<file path="config.mk">
export PLATFORM = sky130hd
export DESIGN_NAME = stk_ptr_unit
export DESIGN_NICKNAME = d
export VERILOG_FILES = /design/src/rtl/stk_pkg.sv /design/src/rtl/stk_ptr_reg.sv /design/src/rtl/stk_seq.sv /design/src/rtl/stk_ptr_unit.sv
export SDC_FILE = /design/constraint.sdc
export NUM_CORES = 1
export LEC_CHECK = 0
export ABC_AREA = 1
export BUFFER_PORTS_ARGS = -buffer_cell sky130_fd_sc_hd__buf_2
export CELL_PAD_IN_SITES_DETAIL_PLACEMENT = 1
export CELL_PAD_IN_SITES_GLOBAL_PLACEMENT = 1
export CORE_MARGIN = 4
export CORE_UTILIZATION = 39
export CTS_BUF_LIST = sky130_fd_sc_hd__clkbuf_8
export CTS_CLUSTER_SIZE = 10
export DETAILED_ROUTE_END_ITERATION = 10
export PLACE_DENSITY_LB_ADDON = 0.1
export SLEW_MARGIN = 30
export SYNTH_ARGS = -nofsm -noshare
export SYNTH_HDL_FRONTEND = slang
export SYNTH_SLANG_ARGS = --single-unit
</file>
<file path="constraint.sdc">
create_clock -name clk -period 4.6 [get_ports clk]
set_input_delay 0.69 -clock clk [delete_from_list [all_inputs] [get_ports clk]]
set_output_delay 0.69 -clock clk [all_outputs]
set_load 0.02 [all_outputs]
</file>
<file path="src/rtl/stk_pkg.sv">
package stk_pkg;
  typedef enum logic [1:0] {
    SQ_IDLE    = 2'd0,
    SQ_CALL_HI = 2'd1,
    SQ_RET_LO  = 2'd2
  } sq_state_e;
endpackage

</file>
<file path="src/rtl/stk_ptr_reg.sv">
module stk_ptr_reg #(
  parameter bit HI_EN = 1'b1
) (
  input  logic        clk,
  input  logic        rst_n,
  input  logic        dec,
  input  logic        inc,
  input  logic        io_we,
  input  logic        io_sel,
  input  logic [7:0]  io_wdata,
  output logic [15:0] sp,
  output logic [15:0] sp_inc,
  output logic [7:0]  io_rdata
);
  localparam logic [7:0] HI_MASK = HI_EN ? 8'hFF : 8'h00;

  logic [7:0]  lo_q;
  logic [7:0]  hi_v;
  logic [15:0] step_sum;
  logic [15:0] step_nxt;

  assign sp       = {hi_v, lo_q};
  assign step_sum = sp + 16'd1;
  assign sp_inc   = {step_sum[15:8] & HI_MASK, step_sum[7:0]};
  assign step_nxt = dec ? (sp - 16'd1) : step_sum;
  assign io_rdata = io_sel ? hi_v : lo_q;

  always_ff @(posedge clk) begin
    if (!rst_n)                lo_q <= 8'h00;
    else if (dec || inc)       lo_q <= step_nxt[7:0];
    else if (io_we && !io_sel) lo_q <= io_wdata;
  end

  generate
    if (HI_EN) begin : g_hi
      logic [7:0] hi_q;
      always_ff @(posedge clk) begin
        if (!rst_n)               hi_q <= 8'h00;
        else if (dec || inc)      hi_q <= step_nxt[15:8];
        else if (io_we && io_sel) hi_q <= io_wdata;
      end
      assign hi_v = hi_q;
    end else begin : g_no_hi
      assign hi_v = 8'h00;
    end
  endgenerate
endmodule

</file>
<file path="src/rtl/stk_seq.sv">
module stk_seq
  import stk_pkg::*;
#(
  parameter logic [15:0] FLOOR = 16'h0060
) (
  input  logic        clk,
  input  logic        rst_n,
  input  logic        push_i,
  input  logic        pop_i,
  input  logic        call_i,
  input  logic        ret_i,
  input  logic [7:0]  push_data_i,
  input  logic [15:0] ret_addr_i,
  input  logic [15:0] sp,
  input  logic [15:0] sp_inc,
  input  logic [7:0]  mem_rdata_i,
  output logic        ready,
  output logic        quiet,
  output logic        dec,
  output logic        inc,
  output logic [15:0] mem_addr,
  output logic [7:0]  mem_wdata,
  output logic        mem_we,
  output logic        mem_re,
  output logic        pop_valid,
  output logic [7:0]  pop_data,
  output logic        ret_valid,
  output logic [15:0] ret_addr,
  output logic        low_flag,
  output logic        clash_flag
);
  sq_state_e   st_q, st_d;
  logic [2:0]  n_strb;
  logic        go, clash_now;
  logic [7:0]  hold_q;
  logic [7:0]  rhi_q;

  assign n_strb    = {2'b00, push_i} + {2'b00, pop_i} + {2'b00, call_i} + {2'b00, ret_i};
  assign ready     = (st_q == SQ_IDLE);
  assign go        = ready && (n_strb == 3'd1);
  assign clash_now = ready && (n_strb > 3'd1);
  assign quiet     = ready && (n_strb == 3'd0);

  always_comb begin
    st_d      = st_q;
    dec       = 1'b0;
    inc       = 1'b0;
    mem_we    = 1'b0;
    mem_re    = 1'b0;
    mem_addr  = sp;
    mem_wdata = push_data_i;
    case (st_q)
      SQ_CALL_HI: begin
        mem_we    = 1'b1;
        mem_wdata = hold_q;
        dec       = 1'b1;
        st_d      = SQ_IDLE;
      end
      SQ_RET_LO: begin
        mem_re   = 1'b1;
        mem_addr = sp_inc;
        inc      = 1'b1;
        st_d     = SQ_IDLE;
      end
      default: begin
        if (go) begin
          if (push_i) begin
            mem_we = 1'b1;
            dec    = 1'b1;
          end else if (call_i) begin
            mem_we    = 1'b1;
            mem_wdata = ret_addr_i[7:0];
            dec       = 1'b1;
            st_d      = SQ_CALL_HI;
          end else begin
            mem_re   = 1'b1;
            mem_addr = sp_inc;
            inc      = 1'b1;
            if (ret_i) st_d = SQ_RET_LO;
          end
        end
      end
    endcase
  end

  always_ff @(posedge clk) begin
    if (!rst_n) begin
      st_q       <= SQ_IDLE;
      hold_q     <= 8'h00;
      rhi_q      <= 8'h00;
      pop_valid  <= 1'b0;
      pop_data   <= 8'h00;
      ret_valid  <= 1'b0;
      ret_addr   <= 16'h0000;
      low_flag   <= 1'b0;
      clash_flag <= 1'b0;
    end else begin
      st_q      <= st_d;
      pop_valid <= 1'b0;
      ret_valid <= 1'b0;
      if (clash_now) clash_flag <= 1'b1;
      if (go && (push_i || call_i) && (sp <= FLOOR)) low_flag <= 1'b1;
      if (go && call_i) hold_q <= ret_addr_i[15:8];
      if (go && ret_i)  rhi_q  <= mem_rdata_i;
      if (go && pop_i) begin
        pop_valid <= 1'b1;
        pop_data  <= mem_rdata_i;
      end
      if (st_q == SQ_RET_LO) begin
        ret_valid <= 1'b1;
        ret_addr  <= {rhi_q, mem_rdata_i};
      end
    end
  end
endmodule

</file>
<file path="src/rtl/stk_ptr_unit.sv">
module stk_ptr_unit #(
  parameter bit          HI_EN = 1'b1,
  parameter logic [15:0] FLOOR = 16'h0060
) (
  input  logic        clk,
  input  logic        rst_n,
  input  logic        push_i,
  input  logic        pop_i,
  input  logic        call_i,
  input  logic        ret_i,
  output logic        op_ready_o,
  input  logic [7:0]  push_data_i,
  input  logic [15:0] ret_addr_i,
  input  logic        io_sel_i,
  input  logic        io_we_i,
  input  logic [7:0]  io_wdata_i,
  output logic [7:0]  io_rdata_o,
  output logic [15:0] sp_o,
  output logic [15:0] mem_addr_o,
  output logic [7:0]  mem_wdata_o,
  output logic        mem_we_o,
  output logic        mem_re_o,
  input  logic [7:0]  mem_rdata_i,
  output logic        pop_valid_o,
  output logic [7:0]  pop_data_o,
  output logic        ret_valid_o,
  output logic [15:0] ret_addr_o,
  output logic        low_sp_o,
  output logic        clash_o
);
  logic        ptr_dec, ptr_inc, quiet;
  logic [15:0] sp_inc;

  stk_ptr_reg #(.HI_EN(HI_EN)) u_ptr (
    .clk      (clk),
    .rst_n    (rst_n),
    .dec      (ptr_dec),
    .inc      (ptr_inc),
    .io_we    (io_we_i && quiet),
    .io_sel   (io_sel_i),
    .io_wdata (io_wdata_i),
    .sp       (sp_o),
    .sp_inc   (sp_inc),
    .io_rdata (io_rdata_o)
  );

  stk_seq #(.FLOOR(FLOOR)) u_seq (
    .clk         (clk),
    .rst_n       (rst_n),
    .push_i      (push_i),
    .pop_i       (pop_i),
    .call_i      (call_i),
    .ret_i       (ret_i),
    .push_data_i (push_data_i),
    .ret_addr_i  (ret_addr_i),
    .sp          (sp_o),
    .sp_inc      (sp_inc),
    .mem_rdata_i (mem_rdata_i),
    .ready       (op_ready_o),
    .quiet       (quiet),
    .dec         (ptr_dec),
    .inc         (ptr_inc),
    .mem_addr    (mem_addr_o),
    .mem_wdata   (mem_wdata_o),
    .mem_we      (mem_we_o),
    .mem_re      (mem_re_o),
    .pop_valid   (pop_valid_o),
    .pop_data    (pop_data_o),
    .ret_valid   (ret_valid_o),
    .ret_addr    (ret_addr_o),
    .low_flag    (low_sp_o),
    .clash_flag  (clash_o)
  );
endmodule

</file>
==> flow_summary.json, run 1 <==
{
  "status": "finished clean",
  "routedWlPerCell_um": 17.5,
  "worstMarginPinSlew_ns": 0.670,
  "reg2reg_depth": 8,
  "pre_cts_ws_ns": 0.664,
  "drcViolationCount": 0,
  "power_density_mw_per_mm2": 424,
  "clkPwrFrac": 0.251,
  "cp_data_required_time_ns": 3.91,
  "min_path_type": "register to register",
  "startpoint_type": "primary input",
  "grt.overflow.total": 0,
  "yosysWarnings": 0,
  "cts_root_buffer": "clkbuf_8",
  "portBuffers": 126,
  "syn-mean-instance-area_um2": 6.32,
  "seq_power_share": 0.324,
  "synth_cells": 646,
  "cts.htree.levels": 3,
  "maxCapViolations": 0,
  "grt_max_degree": 36,
  "cts_buffers": 9,
  "detail_route.first_pass.iterations": 4,
  "cts_sinks": 62,
  "min_period_ns": 3.94,
  "p_leak_nw": 2.51,
  "num_rows": 37,
  "max_slew_margin": 0.553,
  "p_int_mw": 1.12,
  "n_antenna_cell": 0,
  "cts-resized-gates": 0,
  "rsz0062_at_grt": "false",
  "skew_ns": 0.0125,
  "fin_cells": 896,
  "slew_violations": 0,
  "hold_depth": 2,
  "final-hold-violation-count": 0,
  "gp_congestion": 0.932,
  "ir_drop_uv": 208,
  "die_h_um": 110,
  "crit_path_end_kind": "output pin",
  "slowest_stage": "fa_1",
  "grt_pass1_wl_um": 24900,
  "io_pins": 127,
  "hold_buffers": 0,
  "setup_viol": 0,
  "synth_nets": 704,
  "p_comb_frac": 0.425,
  "clockBufferDepth": 2,
  "yosys_most_used_dff": "dfxtp_1",
  "synth_edf_count": 0,
  "grt.total_usage": 0.264,
  "whs_ns": 0.454,
  "syn_area_mm2": 0.00408,
  "dp.cells": 880,
  "critPathMaxStageDelay_ns": 0.40,
  "fmax_ghz": 0.254,
  "worstSetupPathType": "primary input to output pin",
  "crit_fanout": 18,
  "start_util": 0.397,
  "antenna_found_initial": 1,
  "fin_crit_sh": 0.857,
  "drtAntennaViolNets": 0,
  "critPathArrivalTime_ns": 3.25,
  "die_w_um": 110,
  "grt_pass1_vias": 4716,
  "nets": 813,
  "setup_ws_ns": 0.658,
  "yosysUniqueCellTypes": 36,
  "core_mm2": 0.0103,
  "dr.first_iter.drc_count": 323,
  "place_hpwl_um": 11900,
  "ys_ff_latch": 62,
  "switching_share": 0.465,
  "fin_setup_tns_ns": 0,
  "routed_wl_um": 15700,
  "p_sw_uw": 977,
  "cp_cell_sequence": "buf_2 -> ha_1 -> inv_1 -> fa_1 -> inv_1 -> ha_1 -> nor2_2 -> nand3_4 -> nor2_1 -> nand2_2 -> a21oi_1 -> o21ai_0 -> o221ai_1 -> buf_2",
  "yosysSeqAreaShare": 0.304,
  "insertion_delay_ns": 0.36,
  "area_growth_pct": 21.1,
  "cts_tree": "built",
  "cts_setup_buffers": 0,
  "vias_per_cell": 5.23,
  "clkTransAtPathRegs_ns": 0.08,
  "dieArea_mm2": 0.0122,
  "synthArstFlopShare": 0,
  "via_count": 4688,
  "drive_gt1_frac": 0.208
}
final cells by class:
class                      instances  area, um^2
sequential                        62        1240
tap                              136         170
clock buffer                       9         124
inverter                          87         329
fill                            1452        5330
clock inverter                     7        80.1
timing repair buffer             128         646
multi-input combinational        467        2360
power groups by stage:
stage | Clock [mW] | Combinational [mW] | Sequential, mW
after floorplan | 0 | 0.603 | 0.687
after global placement | 0 | 0.865 | 0.687
after detailed placement | 0 | 0.887 | 0.689
after CTS | 0.538 | 0.891 | 0.677
after global routing | 0.566 | 0.991 | 0.689
final | 0.527 | 0.892 | 0.680
metrics by stage:
step | power, mW | area, um^2 | util
floorplan | 1.29 | 4080 | -
global placement | 1.55 | 4740 | 0.462
detailed placement | 1.58 | 4740 | 0.462
CTS | 2.11 | 4950 | 0.481
global route | 2.25 | 4950 | 0.481
finish | 2.10 | 4950 | 0.481
worst paths after layout:
| kind | from | to | slack, ns |
|---|---|---|---|
| setup / recovery | pop_i | mem_wdata_o[0] | 0.66 |
| hold / removal | u_seq.rhi_q[0] | u_seq.rhi_q[0] | 0.45 |
| setup reg to reg | u_seq.st_q[0] | u_ptr.lo_q[4] | 1.64 |
| hold reg to reg | u_seq.rhi_q[0] | u_seq.rhi_q[0] | 0.45 |
state kept, by name (all words and copies together), names as in the netlist:
register	cells
u_seq.clash_flag	1
u_seq.ret_addr	16
u_seq.pop_valid	1
u_seq.hold_q	8
u_seq.ret_valid	1
u_seq.low_flag	1
u_ptr.g_hi.hi_q	8
u_seq.pop_data	8
u_seq.st_q	2
u_seq.rhi_q	8
u_ptr.lo_q	8
per-layer routing:
| layer | vias up | part of all wire | track usage |
|---|---|---|---|
| li1 | 2317 | - | - |
| met1 | 2215 | 0.46 | 0.372 |
| met2 | 142 | 0.46 | 0.420 |
| met3 | 12 | 0.070 | 0.0460 |
| met4 | 2 | 0.0099 | 0.0633 |
| met5 | - | 0.00045 | 0 |
logic make-up after synthesis:
logic type,synth area share
simple gates,0.322
compound gates,0.191
buf+inv,0.119
flops,0.304
xor+xnor,0.0322
fa+ha+maj,0.0325
cell usage in the layout (no fill, tap or decap), types with 4 or more instances in the layout:
cell type and count:
o221ai_1 10, dfxtp_1 62, nand2_2 4, a21oi_1 42
clkbuf_8 9, a22o_1 7, nand4_1 9, nand3_1 52
xor2_1 15, inv_1 84, o21ai_0 63, buf_2 126
nor2_1 64, ha_1 9, nand2_1 166, o21ai_1 7
cells in the mapped netlist (2+ instances only):
cell	n	area share
o21a_1	2	0.0037
buf_4	3	0.0055
o21ai_1	7	0.0086
clkbuf_1	16	0.015
nand2_1	166	0.15
nand2_4	2	0.0055
inv_1	84	0.077
o2111ai_1	2	0.0043
ha_1	9	0.028
buf_2	7	0.0086
o21ai_0	63	0.077
o22ai_1	2	0.0031
o221ai_1	10	0.021
a21oi_1	42	0.051
nor2_1	64	0.059
nor2_8	2	0.0098
a22o_1	7	0.015
xor2_1	15	0.032
dfxtp_1	62	0.30
nand2_2	4	0.0061
buf_6	3	0.0083
nand3_1	52	0.064
nand4_1	9	0.014
worst max-delay path, delay by kind of cell:
family,cells,cell delay [ns]
buf+inv,4,0.49
simple gates,4,0.72
fa+ha+maj,3,0.93
compound gates,3,0.41
(Power assumes the default switching activity.)
==> run 2: changes to the inputs <==
--- a/config.mk
+++ b/config.mk
@@ -9,8 +9,8 @@
 export BUFFER_PORTS_ARGS = -buffer_cell sky130_fd_sc_hd__buf_2
 export CELL_PAD_IN_SITES_DETAIL_PLACEMENT = 1
 export CELL_PAD_IN_SITES_GLOBAL_PLACEMENT = 1
-export CORE_MARGIN = 4
-export CORE_UTILIZATION = 39
+export CORE_MARGIN = 1.5
+export CORE_UTILIZATION = 33
 export CTS_BUF_LIST = sky130_fd_sc_hd__clkbuf_8
 export CTS_CLUSTER_SIZE = 10
 export DETAILED_ROUTE_END_ITERATION = 10
==> constraint.sdc (replaced) <==
create_clock -name clk -period 3.5 [get_ports clk]
set_input_delay 0.525 -clock clk [delete_from_list [all_inputs] [get_ports clk]]
set_output_delay 0.525 -clock clk [all_outputs]
set_load 0.02 [all_outputs]
==> run 2 against run 1 <==
  * Final area grew 3.3%
  * Worst hold slack worse by 0.017 ns
  * Cell count rose by 5.1%
  * Critical path depth unchanged
  * Critical endpoint is now mem_addr_o[15]
  * Core utilization decreased by 5.8 points
  * Via count increased by 1.4%
  * Worst setup slack worse by 0.52 ns
  * Clock skew decreased by 0.0052 ns
  * Combinational power grew 33%
  * Register-to-register slack got worse by 0.85 ns
  * Clock power up 29%
  * Total power up 32%
==> flow_summary.json, run 2 (synthesis results as in run 1) <==
{
  "clkTransAtPathRegs_ns": 0.07,
  "multi_input_area_mm2": 0.00237,
  "setup_viol": 0,
  "hold_depth": 3,
  "setup_ws_ns": 0.135,
  "core_mm2": 0.0121,
  "place_hpwl_um": 11900,
  "grt_pass1_wl_um": 24300,
  "rsz0062_at_grt": "true",
  "crit_fanout": 9,
  "status": "finished clean",
  "dp.cells": 926,
  "fin_cells": 942,
  "crit_path_end_kind": "output pin",
  "portBuffers": 126,
  "fmax_ghz": 0.297,
  "cp_data_required_time_ns": 2.97,
  "reg2reg_depth": 10,
  "grt_max_degree": 36,
  "grt.overflow.total": 0,
  "top_register": "u_seq.ret_addr",
  "mostFrequentLayoutCells": "166 x nand2_1, 126 x buf_2, 84 x inv_1",
  "pre_cts_ws_ns": -0.0143,
  "met2_usage": 0.410,
  "final_core_util": 0.424,
  "final_common_cell": "nand2_1",
  "area_growth_pct": 25.1,
  "r2r-start": "u_seq.st_q[0]",
  "drtAntennaViolNets": 0,
  "io_pins": 127,
  "max_slew_margin": 0.550,
  "cp_cell_sequence": "buf_2 -> ha_1 -> inv_1 -> fa_1 -> inv_1 -> ha_1 -> nor2_2 -> nand3_4 -> nor2_8 -> nor2_1 -> nor2_1 -> buf_6 -> o21ai_0 -> buf_2",
  "antenna_found_initial": 0,
  "crit_buf_inv": 5,
  "critPathTopFamily": "adder cells",
  "regArea_mm2": 0.00124,
  "worstSetupPathType": "primary input to output pin",
  "r2r_end": "u_ptr.lo_q[3]",
  "critPathMaxStageDelay_ns": 0.39,
  "min_path_type": "primary input to register",
  "ir_drop_uv": 259,
  "whs_ns": 0.437,
  "cts_sinks": 62,
  "routedWlPerCell_um": 16.4,
  "final-hold-violation-count": 0,
  "hold_start": "mem_rdata_i[7]",
  "cts.htree.levels": 3,
  "cts_root_buffer": "clkbuf_8",
  "num_rows": 40,
  "gp_congestion": 0.886,
  "maxCapViolations": 0,
  "drcViolationCount": 0,
  "n_antenna_cell": 0,
  "global_route.usage.met1": 0.309,
  "drive_gt1_frac": 0.224,
  "nets": 827,
  "slowest_stage": "fa_1",
  "grt_pass1_vias": 4622,
  "p_leak_nw": 2.59,
  "skew_ns": 0.00725,
  "nFillCells": 1631,
  "use_met3": 0.0397,
  "hold-path-endpoint": "u_seq.rhi_q[7]",
  "power_density_mw_per_mm2": 542,
  "via_count": 4752,
  "dpl_cell_area_mm2": 0.00489,
  "fin_setup_tns_ns": 0,
  "final_area_mm2": 0.00511,
  "detail_route.first_pass.iterations": 5,
  "min_period_ns": 3.36,
  "fin_crit_sh": 0.961,
  "insertion_delay_ns": 0.36,
  "vias_per_cell": 5.04,
  "startpoint_type": "primary input",
  "critPathArrivalTime_ns": 2.84,
  "p_total_mw": 2.77,
  "routed_wl_um": 15400,
  "clockBufferDepth": 2,
  "die_h_um": 114,
  "slew_violations": 0,
  "largest_reg_flops": 16,
  "grt.total_usage": 0.241,
  "die_w_um": 114,
  "start_util": 0.339,
  "grt_busiest_layer": "met2",
  "r2r_setup_slack_ns": 0.79,
  "cts_tree": "built",
  "dieArea_mm2": 0.0131,
  "worstMarginPinSlew_ns": 0.676,
  "cts_buffers": 9,
  "dr.first_iter.drc_count": 253
}
-- run 2: changes by cell type in the layout (fill, tap and decap cells not counted), sizes merged --
cell	previous run	this run
buf	128	142
clkbuf	9	10
clkinv	3	2
clkinvlp	1	2
inv	89	88
-- run 2: tightest hold or removal path: stages --
cell and delay (ns):
buf_2 0.07, inv_1 0.05, a21oi_1 0.11
-- run 2: worst max-delay path by stage --
stage	depth (start not counted)	startpoint	slack [ns]	to
2_1_floorplan	13	push_i	0.27	mem_addr_o[0]
3_3_place_gp	14	push_i	0.16	mem_wdata_o[0]
3_5_place_dp	14	push_i	-0.01	mem_wdata_o[7]
4_1_cts	14	push_i	0.003	mem_wdata_o[7]
5_1_grt	14	push_i	-0.001	mem_addr_o[15]
6_report	14	push_i	0.14	mem_addr_o[15]
-- run 2: cell type report --
| cell class | count | area share |
|---|---|---|
| multi-input cells | 467 | 0.464 |
| flip-flops and latches | 62 | 0.243 |
| repair buffers | 142 | 0.148 |
| inverters | 87 | 0.0644 |
| well taps | 168 | 0.0411 |
| clock buffers | 10 | 0.0269 |
| clock inverters | 6 | 0.0132 |
-- run 2: power by group --
group	switching [mW]	internal (mW)	leakage [nW]	total [mW]
combinational	0.808	0.384	1.98	1.19
clock	0.329	0.352	0.0993	0.681
sequential	0.118	0.777	0.505	0.895
-- run 2: layer usage --
metal,vias to the layer above,wire length [um]
li1,2342,-
met1,2257,7040
met2,125,7400
met3,28,626
met4,0,349
met5,-,0
-- run 2: repair_timing --
action | 4_1_cts | 5_1_grt
setup endpoints to repair | 3 | 10
resized for setup | 1 | 3
buffers inserted | 0 | 0
hold buffers | 0 | 0
pin swaps | 0 | 2
